--- src/rtl/pv_pkg.sv ---
package pv_pkg;

  typedef enum logic [1:0] {
    TILE_LINEAR = 2'd0,
    TILE_X      = 2'd1,
    TILE_Y      = 2'd2,
    TILE_RSVD   = 2'd3
  } tileMode_e;

  typedef enum logic [2:0] {
    RSN_NONE       = 3'd0,
    RSN_STRIDE_BIG = 3'd1,
    RSN_SIZE_BIG   = 3'd2,
    RSN_MISALIGN   = 3'd3,
    RSN_NOT_POW2   = 3'd4,
    RSN_BAD_MODE   = 3'd5
  } reason_e;

  // Strobes passed from control to datapath
  typedef struct packed {
    logic capture;
    logic busy;
  } ctrlStrobe_t;

  localparam int unsigned GEN_W = 4;

endpackage

--- src/rtl/pv_ctrl.sv ---
module pv_ctrl
  import pv_pkg::*;
(
  input  logic        clk,
  input  logic        rstN,
  input  logic        reqValid,
  output ctrlStrobe_t strobes,
  output logic        rspValid
);

  logic rspValidQ;

  always_ff @(posedge clk) begin
    if (!rstN) rspValidQ <= 1'b0;
    else       rspValidQ <= reqValid;
  end

  always_comb begin
    strobes.capture = reqValid;
    strobes.busy    = rspValidQ;
  end

  assign rspValid = rspValidQ;

  // response strobe follows the request by one cycle
  p_rsp_follows_req_r11: assert property (@(posedge clk) disable iff (!rstN)
    reqValid |=> rspValid);
  p_rsp_only_after_req_r11: assert property (@(posedge clk) disable iff (!rstN)
    !reqValid |=> !rspValid);

endmodule

--- src/rtl/pv_datapath.sv ---
module pv_datapath
  import pv_pkg::*;
#(
  parameter int unsigned STRIDE_W          = 32,
  parameter int unsigned SIZE_W            = 32,
  parameter int unsigned MAX_PITCH_UNITS   = 511,
  parameter int unsigned MAX_SIZE_UNITS    = 64,
  parameter int unsigned LEGACY_MAX_STRIDE = 8192,
  parameter int unsigned NARROW_TILE_BYTES = 128,
  parameter int unsigned WIDE_TILE_BYTES   = 512,
  parameter int unsigned PITCH_UNIT_BYTES  = 128,
  parameter int unsigned FIRST_MODERN_GEN  = 4,
  parameter int unsigned OLDEST_GEN        = 2,
  parameter int unsigned SIZE_SHIFT_G3     = 20,
  parameter int unsigned SIZE_SHIFT_OLD    = 19
) (
  input  logic                clk,
  input  logic                rstN,
  input  ctrlStrobe_t         strobes,
  input  logic [STRIDE_W-1:0] reqStride,
  input  logic [SIZE_W-1:0]   reqSize,
  input  logic [1:0]          reqMode,
  input  logic [GEN_W-1:0]    reqGen,
  input  logic                reqShortYTile,
  output logic                rspOk,
  output logic [2:0]          rspReason
);

  localparam int unsigned PITCH_SHIFT = $clog2(PITCH_UNIT_BYTES);
  localparam logic [63:0] SIZE_LIMIT_G3  = 64'(MAX_SIZE_UNITS) << SIZE_SHIFT_G3;
  localparam logic [63:0] SIZE_LIMIT_OLD = 64'(MAX_SIZE_UNITS) << SIZE_SHIFT_OLD;
  localparam logic [STRIDE_W-1:0] NARROW_MASK = STRIDE_W'(NARROW_TILE_BYTES - 1);
  localparam logic [STRIDE_W-1:0] WIDE_MASK   = STRIDE_W'(WIDE_TILE_BYTES - 1);
  localparam logic [STRIDE_W-1:0] NARROW_W    = STRIDE_W'(NARROW_TILE_BYTES);
  localparam logic [STRIDE_W-1:0] WIDE_W      = STRIDE_W'(WIDE_TILE_BYTES);
  localparam logic [GEN_W-1:0]    MODERN_GEN  = GEN_W'(FIRST_MODERN_GEN);
  localparam logic [GEN_W-1:0]    OLD_GEN     = GEN_W'(OLDEST_GEN);
  localparam logic [GEN_W-1:0]    GEN3        = GEN_W'(FIRST_MODERN_GEN - 1);

  tileMode_e mode;
  logic isModern;
  logic isOldest;
  logic narrowTile;
  logic [STRIDE_W-1:0] tileMask;
  logic [STRIDE_W-1:0] tileWidth;
  logic [STRIDE_W-1:0] pitchUnits;
  logic [63:0] sizeLimit;
  logic pitchTooBig;
  logic legacyStrideBig;
  logic sizeTooBig;
  logic notMultiple;
  logic tooNarrow;
  logic notPow2;
  reason_e reasonNext;
  reason_e reasonQ;
  logic okQ;

  // Tile geometry selection
  always_comb begin
    mode       = tileMode_e'(reqMode);
    isModern   = (reqGen >= MODERN_GEN);
    isOldest   = (reqGen <= OLD_GEN);
    narrowTile = isOldest || ((mode == TILE_Y) && reqShortYTile);
    tileMask   = narrowTile ? NARROW_MASK : WIDE_MASK;
    tileWidth  = narrowTile ? NARROW_W : WIDE_W;
  end

  // Individual rule checks
  always_comb begin
    pitchUnits      = reqStride >> PITCH_SHIFT;
    pitchTooBig     = (64'(pitchUnits) > 64'(MAX_PITCH_UNITS));
    legacyStrideBig = (64'(reqStride) > 64'(LEGACY_MAX_STRIDE));
    sizeLimit       = (reqGen == GEN3) ? SIZE_LIMIT_G3 : SIZE_LIMIT_OLD;
    sizeTooBig      = (64'(reqSize) > sizeLimit);
    notMultiple     = ((reqStride & tileMask) != '0);
    tooNarrow       = (reqStride < tileWidth);
    notPow2         = ((reqStride & (reqStride - STRIDE_W'(1))) != '0);
  end

  // Verdict with fixed priority
  always_comb begin
    reasonNext = RSN_NONE;
    if (mode == TILE_RSVD) begin
      reasonNext = RSN_BAD_MODE;
    end else if (mode == TILE_LINEAR) begin
      reasonNext = RSN_NONE;
    end else if (isModern) begin
      if (pitchTooBig)      reasonNext = RSN_STRIDE_BIG;
      else if (notMultiple) reasonNext = RSN_MISALIGN;
    end else begin
      if (legacyStrideBig)  reasonNext = RSN_STRIDE_BIG;
      else if (sizeTooBig)  reasonNext = RSN_SIZE_BIG;
      else if (tooNarrow)   reasonNext = RSN_MISALIGN;
      else if (notPow2)     reasonNext = RSN_NOT_POW2;
    end
  end

  always_ff @(posedge clk) begin
    if (!rstN) begin
      okQ     <= 1'b0;
      reasonQ <= RSN_NONE;
    end else if (strobes.capture) begin
      okQ     <= (reasonNext == RSN_NONE);
      reasonQ <= reasonNext;
    end
  end

  assign rspOk     = okQ;
  assign rspReason = reasonQ;

  // linear always passes
  p_linear_ok_r1: assert property (@(posedge clk) disable iff (!rstN)
    (strobes.capture && reqMode == 2'd0) |=> (rspOk && rspReason == 3'd0));

  // modern generations never report a size failure
  p_modern_no_size_r5: assert property (@(posedge clk) disable iff (!rstN)
    (strobes.capture && reqGen >= MODERN_GEN) |=> (rspReason != 3'd2));

  // a passing legacy tiled stride stays within the byte cap
  p_legacy_stride_cap_r6: assert property (@(posedge clk) disable iff (!rstN)
    (strobes.capture && reqGen < MODERN_GEN && (reqMode == 2'd1 || reqMode == 2'd2))
    |=> (!rspOk || 64'($past(reqStride)) <= 64'(LEGACY_MAX_STRIDE)));

  // a passing legacy tiled stride is a power of two
  p_legacy_pow2_r8: assert property (@(posedge clk) disable iff (!rstN)
    (strobes.capture && reqGen < MODERN_GEN && (reqMode == 2'd1 || reqMode == 2'd2))
    |=> (!rspOk || $countones($past(reqStride)) == 1));

  // reserved layout always fails
  p_reserved_mode_r10: assert property (@(posedge clk) disable iff (!rstN)
    (strobes.capture && reqMode == 2'd3) |=> (!rspOk && rspReason == 3'd5));

  // verdict holds while no request arrives
  p_hold_r11: assert property (@(posedge clk) disable iff (!rstN)
    (!strobes.capture && !strobes.busy) |=> ($stable(rspOk) && $stable(rspReason)));

endmodule

--- src/rtl/pitch_validator.sv ---
module pitch_validator
  import pv_pkg::*;
#(
  parameter int unsigned STRIDE_W        = 32,
  parameter int unsigned SIZE_W          = 32,
  parameter int unsigned MAX_PITCH_UNITS = 511,
  parameter int unsigned MAX_SIZE_UNITS  = 64
) (
  input  logic                clk,
  input  logic                rstN,
  input  logic                reqValid,
  input  logic [STRIDE_W-1:0] reqStride,
  input  logic [SIZE_W-1:0]   reqSize,
  input  logic [1:0]          reqMode,
  input  logic [3:0]          reqGen,
  input  logic                reqShortYTile,
  output logic                rspValid,
  output logic                rspOk,
  output logic [2:0]          rspReason
);

  ctrlStrobe_t strobes;

  pv_ctrl ctrl_i (
    .clk      (clk),
    .rstN     (rstN),
    .reqValid (reqValid),
    .strobes  (strobes),
    .rspValid (rspValid)
  );

  pv_datapath #(
    .STRIDE_W        (STRIDE_W),
    .SIZE_W          (SIZE_W),
    .MAX_PITCH_UNITS (MAX_PITCH_UNITS),
    .MAX_SIZE_UNITS  (MAX_SIZE_UNITS)
  ) dp_i (
    .clk           (clk),
    .rstN          (rstN),
    .strobes       (strobes),
    .reqStride     (reqStride),
    .reqSize       (reqSize),
    .reqMode       (reqMode),
    .reqGen        (reqGen),
    .reqShortYTile (reqShortYTile),
    .rspOk         (rspOk),
    .rspReason     (rspReason)
  );

endmodule

--- config.mk ---
export PLATFORM = sky130hd
export DESIGN_NAME = pitch_validator
export DESIGN_NICKNAME = d
export VERILOG_FILES = /design/src/rtl/pv_pkg.sv /design/src/rtl/pv_ctrl.sv /design/src/rtl/pv_datapath.sv /design/src/rtl/pitch_validator.sv
export SDC_FILE = /design/constraint.sdc
export NUM_CORES = 1
export LEC_CHECK = 0
export ABC_AREA = 0
export BUFFER_PORTS_ARGS = -buffer_cell sky130_fd_sc_hd__buf_2
export CORE_ASPECT_RATIO = 0.75
export CORE_MARGIN = 10
export CORE_UTILIZATION = 35
export CTS_CLUSTER_SIZE = 24
export DETAILED_ROUTE_END_ITERATION = 10
export PLACE_DENSITY = 0.75
export RECOVER_POWER = 25
export SLEW_MARGIN = 20
export SYNTH_ARGS = -nofsm -noshare
export SYNTH_HDL_FRONTEND = slang
export SYNTH_SLANG_ARGS = --single-unit
--- constraint.sdc ---
create_clock -name clk -period 2.72 [get_ports clk]
set_clock_uncertainty 0.05 [all_clocks]
set_input_delay 0 -clock clk [delete_from_list [all_inputs] [get_ports clk]]
set_output_delay 0 -clock clk [all_outputs]
set_load 0.02 [all_outputs]
==> flow_metrics.tcl, run 1 <==
set metrics [dict create \
    power_mw 0.350 \
    crit_type "primary input to flop" \
    io_pins 79 \
    ant_nets 0 \
    synth_seq_area_share 0.102 \
    final_cells 256 \
    ys_top_cells_by_area "dfxtp_1 (10%), or4_1 (8.5%), nor4_1 (6.4%), nor3_1 (5.1%), ha_1 (3.8%)" \
    cellLeakagePower_nw 0.622 \
    fin_ws_ps 143 \
    clkSlewWorstSetupHoldPaths_ps 30 \
    routed_wl_mm 4.09 \
    drv_slew 0 \
    cts_hold_buffers 0 \
    status "finished, final reports clean" \
    dieArea_um2 5330 \
    grt_pass1_vias 1405 \
    drt_iter0_markers 84 \
    slew_headroom 0.694 \
    synthCells 135 \
    antenna_found_initial 0 \
    synth_edf_count 0 \
    yosys.area.top_type_share 0.102 \
    syn_area_um2 977 \
    fin_util 0.561 \
    yosysWarnings 0 \
    crit_path_max_fanout 5 \
    dpl_worst_slack_ps -75.3 \
    end_kind "flop" \
    ys_ff_latch 5 \
    setup_viol 0 \
    synth_common_cells "or4_1 (11), nor2_1 (10), nor3_1 (10), nor4_1 (10)" \
    dp_hpwl_mm 3.52 \
    numCtsBuffers 3 \
    tns_ps 0 \
    dieWidth_um 81.0 \
    port_buffers 78 \
    cts_sinks 5 \
    wire_per_inst_um 16.0 \
    power_density_nw_per_um2 236 \
    ys_async_sr_fraction 0 \
    nNetsFinal 298 \
    crit_required_ps 2780 \
    vdd_drop_max_mv 0.0888 \
    cts_setup_buffers 0 \
    first_pass_iters 4 \
    cts_htree_levels 1 \
    drive_gt1_frac 0.427 \
    cts_resized 0 \
    startpoint_type "primary input" \
    hold_viol 0 \
    grt_pass1_wl_mm 6.48 \
    cts-root-buf "clkbuf_8" \
    max_freq_mhz 388 \
    antennaDiodeCount 0 \
    grt_max_degree 9 \
    cts_tree "built" \
    clockBufferDepth 2 \
    holdCritPathClass "primary input to flop" \
    core_um2 2640 \
    syn_area_per_cell_um2 7.24 \
    worstPathArrival_ps 2630 \
    ys.flop_type "dfxtp_1" \
    drc 0 \
    synth_most_common_cell "or4_1" \
    vias 1465 \
    place_inst 252 \
    initial_utilization 0.370 \
    drv_cap 0 \
    syn2layout_area_growth_pct 51.7 \
    worst_pin_slew_ps 458 \
    rows 16 \
    viasPerCell 5.72 \
    yosysTopAreaCell "dfxtp_1" \
    place.gp.congestion 0.850 \
    syn_nets 212 \
    synthDistinctLibCells 48 \
    die_h_um 65.8 \
    period_share 0.947 \
    clkLatencyLatePin_ps 220 \
    grt_overflow_total 0 \
    grtUsageTotal 0.145 \
    post-route-min-period_ps 2580 \
]
==> worst paths after layout <==
path / startpoint / end / slack (ps) / depth (start not counted)
hold / removal: rstN / dp_i.rspReason[0]$_SDFFE_PN0P_ / 10 / 2
hold reg to reg: dp_i.rspReason[1]$_SDFFE_PN0P_ / dp_i.rspReason[1]$_SDFFE_PN0P_ / 410 / 2
setup / recovery: reqStride[5] / dp_i.rspReason[2]$_SDFFE_PN0P_ / 140 / 8
setup reg to reg: dp_i.rspReason[0]$_SDFFE_PN0P_ / dp_i.rspReason[0]$_SDFFE_PN0P_ / 1860 / 2
==> cells by family (layout without fill, tap and decap cells) <==
logic type	count (synthesis)	count (layout)	synth area share
simple gates	72	72	0.440
fa+ha+maj	3	3	0.0384
compound gates	47	47	0.380
buf+inv	8	93	0.0384
flops	5	5	0.102
==> cells in the final DEF, fill, tap and decap left out, types with 2 or more instances in the layout <==
master / n
nor4_1: 10
nand2_1: 6
o31a_1: 3
o22ai_1: 2
ha_1: 3
nand3_1: 4
or4_1: 11
o21a_1: 3
inv_1: 5
a211oi_1: 3
a2111o_1: 2
a2111oi_1: 2
nor3_1: 10
dfxtp_1: 5
o31ai_1: 5
buf_2: 76
o41ai_1: 4
or3_1: 6
o21ai_0: 5
nand4_1: 3
or4_4: 2
nand4b_1: 2
nor2_1: 10
a21oi_1: 4
buf_4: 6
clkbuf_1: 3
clkbuf_8: 3
==> layout make-up <==
cell class	instances	area (um2)
clock buffers	4	45.0
fillers	280	1160
inverters	5	18.8
multi-input cells	122	841
flip-flops and latches	5	100
well taps	36	45.0
repair buffers	84	433
==> flip-flops by register name, summed over array words and instances, names as in the netlist <==
register         flops
dp_i.rspReason       3
dp_i.rspOk           1
ctrl_i.rspValid      1
==> worst max-delay path: stages <==
cell and delay [ps]:
buf_2 100, or4_4 520, or4_4 460, or3_4 380, a2111oi_1 450, nand4_1 160, o31a_1 330, o221a_1 220
==> stage by stage <==
| stage | hold WS, ps | area, um2 |
|---|---|---|
| after floorplan | 74.7 | 977 |
| after global placement | 237 | 1440 |
| after detailed placement | 235 | 1440 |
| after CTS | 6.91 | 1480 |
| after global routing | 16.7 | 1480 |
| final | 11.8 | 1480 |
==> metal layers <==
| layer | wire (um) | global-route usage | vias up |
|---|---|---|---|
| met2 | 2070 | 0.244 | 51 |
| met4 | 4 | 0.0302 | 0 |
| li1 | - | - | 750 |
| met1 | 1730 | 0.185 | 662 |
| met3 | 282 | 0.0285 | 2 |
| met5 | 0 | 0 | - |
==> power breakdown <==
group / total, mW / internal (mW) / switching, mW
combinational: 0.138 / 0.0671 / 0.0712
sequential: 0.0785 / 0.0773 / 0.00119
clock: 0.133 / 0.100 / 0.0331
(Power assumes the default switching activity.)
==> run 2: changes to the inputs <==
--- a/config.mk
+++ b/config.mk
@@ -9,12 +9,13 @@
 export BUFFER_PORTS_ARGS = -buffer_cell sky130_fd_sc_hd__buf_2
 export CORE_ASPECT_RATIO = 0.75
 export CORE_MARGIN = 10
-export CORE_UTILIZATION = 35
+export CORE_UTILIZATION = 36
+export CTS_BUF_LIST = sky130_fd_sc_hd__clkbuf_8
 export CTS_CLUSTER_SIZE = 24
 export DETAILED_ROUTE_END_ITERATION = 10
-export PLACE_DENSITY = 0.75
+export PLACE_DENSITY = 0.77
 export RECOVER_POWER = 25
-export SLEW_MARGIN = 20
+export SLEW_MARGIN = 30
 export SYNTH_ARGS = -nofsm -noshare
 export SYNTH_HDL_FRONTEND = slang
 export SYNTH_SLANG_ARGS = --single-unit
==> run 2 against run 1 <==
Effect of this change: sequential share of layout area rose by 0.075 points; sequential power barely moved; sequential cell count stayed put; combinational power about the same; via count increased by 0.27%; cell count decreased by 0.78%; wire length increased by 0.86%; first-iteration DRC count rose by 99%; register-to-register slack barely moved; maximum frequency is 0.37% higher; power increased by 1.4%.
==> flow_metrics.tcl, run 2 (same netlist as run 1, synthesis figures left out) <==
set metrics [dict create \
    drv_slew 0 \
    drv_cap 0 \
    cts_setup_buffers 0 \
    drt_iter0_markers 167 \
    clkLatencyLatePin_ps 220 \
    drive_gt1_frac 0.422 \
    cts_tree "built" \
    antenna_found_initial 0 \
    fin_ws_ps 153 \
    vias 1469 \
    period_share 0.944 \
    final_cell_mix "buf_2 (76), or4_1 (11), nor2_1 (10), nor4_1 (10), nor3_1 (10)" \
    vdd_drop_max_mv 0.148 \
    end_kind "flop" \
    cts_htree_levels 1 \
    whs_ps 16.6 \
    cts-root-buf "clkbuf_8" \
    n_fill_cell 266 \
    max_stage_delay_ps 530 \
    crit_type "primary input to flop" \
    use_met3 0.0462 \
    startpoint_type "primary input" \
    nNetsFinal 296 \
    ant_nets 0 \
    dieWidth_um 80.2 \
    io_pins 79 \
    dpl_worst_slack_ps -49.0 \
    crit_buf_inv 1 \
    port_buffers 78 \
    grt_most_used_layer "met2" \
    cts_sinks 5 \
    grt_use_met1 0.190 \
    syn2layout_area_growth_pct 50.1 \
    mostFrequentLayoutCell "buf_2" \
    power_mw 0.355 \
    place.gp.congestion 0.966 \
    cpMaxStageDelayCell "or4_4" \
    rsz0062_at_grt "no" \
    first_pass_iters 4 \
    power_density_nw_per_um2 242 \
    wire_per_inst_um 16.2 \
    worstPathArrival_ps 2630 \
    cts_hold_buffers 0 \
    setup_viol 0 \
    crit_family "simple AND/OR/NAND/NOR gates" \
    initial_utilization 0.375 \
    holdCritPathClass "primary input to flop" \
    grt_overflow_total 0 \
    grt_max_degree 9 \
    crit_path_max_fanout 5 \
    grtUsageTotal 0.151 \
    slew_headroom 0.709 \
    post-route-min-period_ps 2570 \
    cellLeakagePower_nw 0.617 \
    numCtsBuffers 3 \
    grt_pass1_wl_mm 6.63 \
    clkSlewWorstSetupHoldPaths_ps 40 \
    dp_hpwl_mm 3.63 \
    hold_viol 0 \
    dieArea_um2 5220 \
    globalRouteMet2Util 0.248 \
    grt_pass1_vias 1437 \
    crit_required_ps 2780 \
    cts_resized 0 \
    critPathMostFrequentCell "or4_4" \
    r2r_setup_slack_ps 1870 \
    clockBufferDepth 2 \
    die_h_um 65.1 \
    max_freq_mhz 390 \
    drc 0 \
    status "finished, final reports clean" \
    viasPerCell 5.78 \
    routed_wl_mm 4.12 \
    largest_reg_flops 3 \
    core_um2 2600 \
    antennaDiodeCount 0 \
    rows 16 \
    worst_pin_slew_ps 426 \
    path_cells "buf_2, or4_4, or4_4, or3_4, a2111oi_0, o22ai_1, o31a_1, o221a_1" \
]
==> run 2: cell types whose count changed in the layout (fill, tap and decap cells not counted) <==
cell / change
inv_1: +1
a2111oi_1: -1
clkbuf_1: -1
a2111oi_0: +1
buf_4: -2
==> run 2: worst paths after layout <==
kind                                        from                              to  depth (start not counted)
setup / recovery                    reqStride[5]  dp_i.rspReason[2]$_SDFFE_PN0P_                          8
hold / removal                              rstN  dp_i.rspReason[0]$_SDFFE_PN0P_                          2
setup reg to reg  dp_i.rspReason[0]$_SDFFE_PN0P_  dp_i.rspReason[0]$_SDFFE_PN0P_                          2
hold reg to reg   dp_i.rspReason[1]$_SDFFE_PN0P_  dp_i.rspReason[1]$_SDFFE_PN0P_                          2
==> run 2: through the flow <==
stage	util	area (um2)	TNS [ps]	std cells
after floorplan	-	977	0	135
after global placement	0.547	1420	0	250
after detailed placement	0.547	1420	-57.6	250
after CTS	0.564	1470	0	254
after global routing	0.563	1470	0	254
final	0.563	1470	0	254
==> run 2: where the power goes <==
group	total [mW]	internal [mW]	switching [mW]
logic	0.138	0.0661	0.0723
clock network	0.138	0.0971	0.0408
registers	0.0787	0.0772	0.00147
==> run 2: layout make-up <==
type / count / area [um2] / area share
tap: 36 / 45.0 / 0.0307
inverter: 5 / 18.8 / 0.0128
multi-input combinational: 122 / 840 / 0.573
clock inverter: 1 / 3.75 / 0.00256
sequential: 5 / 100 / 0.0683
clock buffer: 3 / 41.3 / 0.0282
timing repair buffer: 82 / 418 / 0.285
==> run 2: layer usage <==
layer  up-vias  share of wire
li1        744              -
met1       652           0.43
met2        70           0.48
met3         3          0.082
met4         0         0.0024
met5         -              0
==> run 3: changes to the inputs <==
--- a/config.mk
+++ b/config.mk
@@ -5,7 +5,6 @@
 export SDC_FILE = /design/constraint.sdc
 export NUM_CORES = 1
 export LEC_CHECK = 0
-export ABC_AREA = 0
 export BUFFER_PORTS_ARGS = -buffer_cell sky130_fd_sc_hd__buf_2
 export CORE_ASPECT_RATIO = 0.75
 export CORE_MARGIN = 10
@@ -15,6 +14,7 @@
 export DETAILED_ROUTE_END_ITERATION = 10
 export PLACE_DENSITY = 0.77
 export RECOVER_POWER = 25
+export SETUP_SLACK_MARGIN = 0.3
 export SLEW_MARGIN = 30
 export SYNTH_ARGS = -nofsm -noshare
 export SYNTH_HDL_FRONTEND = slang
==> run 3 against run 2 <==
Effect of this change: non-clock buffer count is the same; sequential power is essentially flat; power shrank 0.65%; critical path depth is the same; sequential cell count is the same; worst hold slack lost 7.1 ps; critical path type unchanged.
==> flow_metrics.tcl, run 3 (same netlist as run 1, synthesis figures left out) <==
set metrics [dict create \
    dieArea_um2 5220 \
    drc 0 \
    vdd_drop_max_mv 0.0946 \
    nNetsFinal 296 \
    crit_path_max_fanout 5 \
    initial_utilization 0.375 \
    end_kind "flop" \
    tns_ps 0 \
    drv_slew 0 \
    port_buffers 78 \
    routed_wl_mm 3.92 \
    drt_iter0_markers 63 \
    wire_per_inst_um 15.4 \
    ant_nets 0 \
    rsz0062_at_grt "yes" \
    syn2layout_area_growth_pct 57.0 \
    first_pass_iters 4 \
    crit_required_ps 2780 \
    io_pins 79 \
    critPathMostFrequentCell "or4_4" \
    status "finished, final reports clean" \
    setup_viol 0 \
    vias 1436 \
    holdCritPathClass "primary input to flop" \
    core_um2 2600 \
    antennaDiodeCount 0 \
    cellLeakagePower_nw 0.634 \
    numCtsBuffers 3 \
    grt_overflow_total 0 \
    drive_gt1_frac 0.454 \
    clockBufferDepth 2 \
    multiInputGateArea_um2 891 \
    drv_cap 0 \
    grt_pass1_wl_mm 6.24 \
    rows 16 \
    path_cells "buf_8, or4_4, or4_4, or3_4, a2111oi_4, nand4_1, o31a_1, o221a_1" \
    dp_hpwl_mm 3.44 \
    grt_max_degree 9 \
    viasPerCell 5.65 \
    mostFrequentLayoutCell "buf_2" \
    crit_type "primary input to flop" \
    period_share 0.884 \
    grtUsageTotal 0.141 \
    grt_pass1_vias 1414 \
    cts_htree_levels 1 \
    fin_util 0.589 \
    dieWidth_um 80.2 \
    cts-root-buf "clkbuf_8" \
    die_h_um 65.1 \
    slew_headroom 0.722 \
    post-route-min-period_ps 2400 \
    power_density_nw_per_um2 230 \
    final_cell_mix "buf_2 (74), nor2_1 (10), or4_1 (10), nor4_1 (10), nor3_1 (9)" \
    max_freq_mhz 416 \
    cpMaxStageDelayCell "or4_4" \
    clkSlewWorstSetupHoldPaths_ps 30 \
    clkLatencyLatePin_ps 220 \
    place.gp.congestion 0.867 \
    cts_sinks 5 \
    startpoint_type "primary input" \
    n_fill_cell 266 \
    regArea_um2 100 \
    antenna_found_initial 0 \
    cts_tree "built" \
    worst_pin_slew_ps 412 \
    largest_reg_flops 3 \
    cts_hold_buffers 0 \
    worstPathArrival_ps 2460 \
    hold_viol 0 \
    max_stage_delay_ps 520 \
]
## run 3: power breakdown
group | switching [mW] | internal, mW | total, mW | leakage [nW]
registers | 0.00131 | 0.0773 | 0.0786 | 0.0412
logic | 0.0731 | 0.0695 | 0.143 | 0.566
clock network | 0.0349 | 0.0966 | 0.131 | 0.0269
total | 0.109 | 0.243 | 0.353 | 0.634
## run 3: stage by stage
| stage | cells | hold slack (ps) | instance area (um2) | power [mW] | setup slack (ps) |
|---|---|---|---|---|---|
| after floorplan | 135 | 74.7 | 1010 | 0.131 | 132 |
| after global placement | 249 | 236 | 1440 | 0.215 | 69.3 |
| after detailed placement | 249 | 236 | 1440 | 0.216 | 18.7 |
| after CTS | 253 | 6.63 | 1510 | 0.353 | 303 |
| after global routing | 254 | 30.7 | 1530 | 0.376 | 273 |
| final | 254 | 9.52 | 1530 | 0.353 | 315 |
## run 3: timing repair
action,4_1_cts,5_1_grt
gates cloned,0,0
resized for setup,3,5
setup endpoints to repair,2,2
pin swaps,3,0
buffers inserted,0,1
## run 3: cell type report
type | instances | area share
repair buffers | 82 | 0.283
inverters | 5 | 0.0122
multi-input cells | 122 | 0.581
clock inverters | 1 | 0.00245
flip-flops and latches | 5 | 0.0653
well taps | 36 | 0.0294
clock buffers | 3 | 0.0269
## run 3: worst max-delay path: cells and delay by family
| kind | cells | cell delay [ps] |
|---|---|---|
| compound gates | 3 | 850 |
| simple gates | 4 | 1500 |
| buf+inv | 1 | 100 |
## run 3: worst paths after layout
kind	from	slack, ps	end	depth (start not counted)
setup / recovery	reqStride[5]	320	dp_i.rspReason[2]$_SDFFE_PN0P_	8
hold / removal	rstN	10	ctrl_i.rspValid$_SDFF_PN0_	3
setup reg to reg	dp_i.rspReason[0]$_SDFFE_PN0P_	1860	dp_i.rspReason[0]$_SDFFE_PN0P_	2
hold reg to reg	dp_i.rspReason[1]$_SDFFE_PN0P_	400	dp_i.rspReason[1]$_SDFFE_PN0P_	2
## run 3: routing by layer
metal	GRT usage	routed length [um]
met5	0	0
met4	0.0504	38
met3	0.0408	293
met2	0.243	1970
met1	0.163	1610
